## src/rtl/dram_strobe_ctl.sv

```systemverilog
module dram_strobe_ctl #(
  parameter int RAS_MIN = 3,
  parameter int RCD     = 1,
  parameter int TRP     = 2,
  parameter int NBYTES  = 4
) (
  input  logic clk,
  input  logic rst_n,
  input  logic mreq_n,
  input  logic rd_n,
  input  logic wr_n,
  input  logic rfsh_n,
  input  logic vid_start,
  output logic ras_n,
  output logic cas_n,
  output logic col_sel,
  output logic vid_en_n,
  output logic contend
);
  localparam int CMAX = (RAS_MIN > TRP) ? RAS_MIN : TRP;
  localparam int CW   = $clog2(CMAX + 1);
  localparam int VW   = $clog2(NBYTES + 1);
  localparam logic [CW-1:0] RAS_LAST = CW'(RAS_MIN - 1);
  localparam logic [CW-1:0] RAS_SAT  = CW'(RAS_MIN);
  localparam logic [CW-1:0] RCD_C    = CW'(RCD);
  localparam logic [CW-1:0] TRP_LAST = CW'(TRP - 1);
  localparam logic [VW-1:0] NB       = VW'(NBYTES);

  typedef enum logic [1:0] {S_IDLE, S_ACT, S_PRE} st_t;
  typedef enum logic [1:0] {OP_CPU, OP_REF, OP_VID} op_t;

  st_t state;
  op_t op;
  logic [CW-1:0] cnt;
  logic [VW-1:0] vid_left;
  logic vid_act, ref_q, cpu_q, ref_pend, cpu_pend;

  wire ref_cond = !mreq_n && !rfsh_n;
  wire cpu_cond = !mreq_n && rfsh_n && (!rd_n || !wr_n);
  wire idle     = state == S_IDLE;
  wire new_grp  = vid_start && !vid_act;

  wire start_ref = idle && ref_pend;
  wire start_vid = idle && !ref_pend && (vid_act ? (vid_left != '0) : vid_start);
  wire start_cpu = idle && !ref_pend && !vid_act && !vid_start && cpu_pend;

  wire act_done  = (cnt >= RAS_LAST) && (op != OP_CPU || mreq_n);
  wire pre_done  = state == S_PRE && cnt == TRP_LAST;
  wire grp_end   = pre_done && op == OP_VID && vid_left == '0;

  logic ref_cyc, cpu_cyc;
  assign ref_cyc  = state == S_ACT && op == OP_REF;
  assign cpu_cyc  = state == S_ACT && op == OP_CPU;

  assign ras_n    = state != S_ACT;
  assign col_sel  = state == S_ACT && op != OP_REF && cnt >= RCD_C;
  assign cas_n    = !(state == S_ACT && op != OP_REF && cnt > RCD_C);
  assign vid_en_n = !(state == S_ACT && op == OP_VID);
  assign contend  = vid_act;

  always_ff @(posedge clk or negedge rst_n) begin
    if (!rst_n) begin
      state    <= S_IDLE;
      op       <= OP_CPU;
      cnt      <= '0;
      vid_left <= '0;
      vid_act  <= 1'b0;
      ref_q    <= 1'b0;
      cpu_q    <= 1'b0;
      ref_pend <= 1'b0;
      cpu_pend <= 1'b0;
    end else begin
      ref_q <= ref_cond;
      cpu_q <= cpu_cond;

      if (ref_cond && !ref_q)  ref_pend <= 1'b1;
      else if (start_ref)      ref_pend <= 1'b0;

      if (cpu_cond && !cpu_q)  cpu_pend <= 1'b1;
      else if (start_cpu)      cpu_pend <= 1'b0;

      if (new_grp)             vid_act <= 1'b1;
      else if (grp_end)        vid_act <= 1'b0;

      if (new_grp)             vid_left <= start_vid ? NB - 1'b1 : NB;
      else if (start_vid)      vid_left <= vid_left - 1'b1;

      case (state)
        S_IDLE:
          if (start_ref || start_vid || start_cpu) begin
            state <= S_ACT;
            cnt   <= '0;
            op    <= start_ref ? OP_REF : (start_vid ? OP_VID : OP_CPU);
          end
        S_ACT:
          if (act_done) begin
            state <= S_PRE;
            cnt   <= '0;
          end else if (cnt != RAS_SAT) begin
            cnt <= cnt + 1'b1;
          end
        default:
          if (pre_done) state <= S_IDLE;
          else          cnt   <= cnt + 1'b1;
      endcase
    end
  end
endmodule

```

## config.mk

```make
export PLATFORM = sky130hd
export DESIGN_NAME = dram_strobe_ctl
export DESIGN_NICKNAME = d
export VERILOG_FILES = /design/src/rtl/dram_strobe_ctl.sv
export SDC_FILE = /design/constraint.sdc
export NUM_CORES = 1
export LEC_CHECK = 0
export BUFFER_PORTS_ARGS = -buffer_cell sky130_fd_sc_hd__buf_2
export CAP_MARGIN = 20
export CORE_ASPECT_RATIO = 1.2
export CORE_MARGIN = 2
export CORE_UTILIZATION = 34
export CTS_BUF_LIST = sky130_fd_sc_hd__clkbuf_4
export CTS_CLUSTER_DIAMETER = 100
export DETAILED_ROUTE_END_ITERATION = 7
export RECOVER_POWER = 50
export SETUP_SLACK_MARGIN = 0.3
export SLEW_MARGIN = 25
export SYNTH_ARGS = -nofsm -noshare
export SYNTH_HDL_FRONTEND = slang
export SYNTH_SLANG_ARGS = --single-unit
```

## constraint.sdc

```tcl
create_clock -name clk -period 4.6 [get_ports clk]
set_clock_uncertainty 0.05 [all_clocks]
set_input_delay 0.69 -clock clk [delete_from_list [all_inputs] [get_ports clk]]
set_output_delay 0.69 -clock clk [all_outputs]
set_load 0.01 [all_outputs]
```

==> key figures <==
Route
  – DRC violations left: 0
  – Number of design-rule violations left by the first detailed-router iteration: 13
  – Average via count per standard cell: 4.902
  – Detailed-route wire length: 1546 microns
  – Wirelength per Cell: 12.57 microns
  – Vias after detailed routing: 603
  – Number of optimization iterations in the first detailed-route pass: 4
  – DRT antenna net count: 0

Die
  – Starting density of the core: 35.18%
  – Width of the die: 48.13 microns
  – Die Footprint: 2741 sq um
  – Row Count: 19
  – Floorplan core area: 2258 sq um
  – I/O pin total: 12
  – Die boundary height: 56.96 microns

Critical path
  – Endpoint required time on the critical path: 3.86 ns
  – Kind of launch point of the worst setup path: flop
  – FF-to-FF setup slack: 2.98 ns
  – Number of cell instances on the worst register-to-register path: 6
  – Critical Path Sink: cas_n
  – Arrival time worst endpoint: 1.69 ns
  – Launch instance of the worst register-to-register path: cnt[1]
  – Endpoint of the most critical register-to-register path: cnt[1]
  – Timing startpoint of the critical path: state[1]
  – Peak fanout along the critical path: 9
  – Element type at the critical path end: output pin
  – Critical setup path kind: reg2out

Layout
  – Post-layout utilization of the core: 39.89%
  – Synth-to-layout area growth: 13.39%
  – Number of diodes: 0
  – Post-layout nets: 106
  – Layout cell share with drive strength beyond 1: 19.57%

Logic synthesis
  – Seq/Total Area, Yosys: 44.09%
  – Most frequent cells after synthesis: sky130_fd_sc_hd__dfrtp_1 (14), sky130_fd_sc_hd__inv_1 (8), sky130_fd_sc_hd__nor2_1 (7), sky130_fd_sc_hd__ha_1 (6), sky130_fd_sc_hd__o21ai_0 (5)
  – Average cell area after synthesis: 10.19 sq um
  – Count of synthesis-stage warnings from yosys: 0
  – Post-Syn Nets: 91
  – Post-synth top flop: sky130_fd_sc_hd__dfrtp_1
  – Library cell occupying the most area in the post-synthesis netlist: sky130_fd_sc_hd__dfrtp_1
  – Fraction of registers with async set/reset: 100.0%
  – Number of instances in the synthesized netlist: 78
  – Area share of the leading cell type in the synthesized netlist: 44.09%
  – Dominant cells by area after synthesis: sky130_fd_sc_hd__dfrtp_1 (44%), sky130_fd_sc_hd__ha_1 (9.4%), sky130_fd_sc_hd__inv_1 (3.8%)
  – Count of flip-flops with a built-in enable after synthesis: 0
  – Total of flip-flops plus latches after synthesis: 14
  – Count of distinct cell types in the synthesized netlist: 32
  – Synth Cell Area: 794.5 sq um
  – Most frequent cell after synthesis: sky130_fd_sc_hd__dfrtp_1

Clock network
  – Clock tree from TritonCTS: yes
  – Clock input transition at the sequential cells of the worst setup and hold paths: 0.08 ns
  – CTS sink count: 14
  – Clock tree root driver cell: sky130_fd_sc_hd__clkbuf_4
  – Total clock buffers created by CTS: 3
  – Clock latency on the worst-skew pair: 0.28 ns
  – Max Buffers Root-to-Sink: 2
  – Deepest level of the CTS H-tree: 1
  – Hold bufs inserted after CTS: 0
  – Post CTS Setup Buffer Count: 0
  – Post-cts repair resize count: 0

Global route
  – Global-route wire length before repair: 2504 microns
  – Global-route total usage across every layer: 12.95%
  – Vias in the first global route: 611
  – Pin count of the biggest net entering global routing: 15
  – Initial antenna violation count: 0
  – Sum of overflow across all layers after global routing: 0

Placement
  – Final estimated routing congestion in global placement: 0.8947
  – Setup slack at placement: 2.499 ns
  – PortBufs: 11
  – HPWL reported at the end of detailed placement: 1214 microns

Power and ir drop
  – Power density of the placed cells: 609.2 nW/um^2
  – Clock group share of total power: 13.1%
  – Sequential power share: 40.0%
  – Power spent charging and discharging nets: 0.0002246 W
  – Leakage power of the design: 0.3984 nW
  – Worst IR Drop VDD: 0.3114 mV
  – Pint: 0.0003242 W
  – Share of power burned in combinational logic: 46.9%
  – Switching part of the total: 40.93%

Timing
  – Shortest clock period the worst path allows after layout: 2.428 ns
  – Count of pins over their slew limit: 0
  – Setup WS post-layout: 2.172 ns
  – Achievable clock frequency: 411.9 MHz
  – Setup tns final: 0 ns
  – Worst slew slack as a fraction of its limit: 49.16%
  – RSZ-0062 raised after global routing: no
  – Final Hold Fails: 0
  – Post-route fraction of the period consumed by the critical path: 52.77%
  – Slew @ Worst Pin: 0.7626 ns
  – Setup violations, final: 0

Min path
  – Classification of the worst-slack hold path: reg2reg
  – Number of cells traversed by the worst hold path: 1

Run
  – Max cap viols: 0

Status
  – Run status: finished, final reports clean
-- metrics by stage --
stage	hold WS, ns	instance area (sq um)	total power (W)	instances
2_1_floorplan	0.3444	794.5	0.0004224	78
3_3_place_gp	0.3527	877.1	0.0004760	119
3_5_place_dp	0.3593	877.1	0.0004808	119
4_1_cts	0.2481	903.4	0.0005537	123
5_1_grt	0.3882	900.9	0.0005989	123
6_report	0.3664	900.9	0.0005488	123
-- power by group through the flow --
stage / registers (W) / clock network, W / logic, W
final: 0.000219 / 0.0000720 / 0.000257
after global routing: 0.000228 / 0.0000789 / 0.000292
after CTS: 0.000219 / 0.0000732 / 0.000262
after detailed placement: 0.000222 / 0 / 0.000259
after global placement: 0.000218 / 0 / 0.000258
after floorplan: 0.000203 / 0 / 0.000219
-- how the worst min path moves through the flow --
stage	startpoint	to	slack (ns)
after floorplan	rst_n	cnt[0]	0.34
after global placement	ref_q	ref_pend	0.35
after detailed placement	ref_q	ref_pend	0.36
after CTS	rst_n	vid_left[1]	0.25
after global routing	ref_q	ref_pend	0.39
final	ref_q	ref_pend	0.37
-- critical path, stage by stage, from the launching register on --
cell and delay [ns]:
sky130_fd_sc_hd__dfrtp_1 0.48, sky130_fd_sc_hd__and2b_1 0.28, sky130_fd_sc_hd__inv_2 0.04, sky130_fd_sc_hd__a21o_1 0.15, sky130_fd_sc_hd__or3_1 0.30, sky130_fd_sc_hd__buf_2 0.14
-- placed cells by master, fill, tap and decap left out, types with 2 or more instances in the layout --
cell	count
sky130_fd_sc_hd__a22o_1	3
sky130_fd_sc_hd__a22oi_1	2
sky130_fd_sc_hd__buf_2	9
sky130_fd_sc_hd__clkbuf_1	2
sky130_fd_sc_hd__clkbuf_4	3
sky130_fd_sc_hd__dfrtp_1	14
sky130_fd_sc_hd__ha_1	6
sky130_fd_sc_hd__inv_1	8
sky130_fd_sc_hd__nand2_1	4
sky130_fd_sc_hd__nand2b_1	2
sky130_fd_sc_hd__nor2_1	7
sky130_fd_sc_hd__o21a_1	2
sky130_fd_sc_hd__o21ai_0	5
sky130_fd_sc_hd__o21ai_1	2
sky130_fd_sc_hd__o31ai_1	2
sky130_fd_sc_hd__xnor2_1	2
-- logic make-up (layout without fill, tap and decap cells) --
logic type	Yosys count	count (layout)	share of synthesized area, %
compound gates	24	24	21.26
simple gates	21	21	15.91
buf+inv	10	24	5.669
flops	14	14	44.09
fa+ha+maj	6	6	9.449
xor+xnor	2	2	2.205
mux	1	1	1.417
-- routing by layer --
metal / part of all wire [%] / wire length (microns) / vias up / GRT usage, %
li1: - / - / 304 / -
met1: 44 / 673 / 281 / 14.80
met2: 50 / 776 / 13 / 21.52
met3: 3.4 / 53 / 5 / 2.215
met4: 2.8 / 43 / 0 / 7.336
met5: 0 / 0 / - / 0
-- cell type report --
type	count	area [sq um]
Timing Repair Buffer	11	52.55
Sequential cell	14	350.3
Multi-Input combinational cell	54	399.1
Inverter	9	33.78
Clock buffer	3	22.52
Fill cell	230	1358
Tap cell	31	38.79
Clock inverter	1	3.754
-- flip-flops by register name, indices dropped and copies added, names as in the netlist --
name      cells
cpu_q         1
ref_q         1
cnt           2
vid_left      3
contend       1
op            2
state         2
ref_pend      1
cpu_pend      1
No activity file was read; power rests on OpenSTA's default activity.
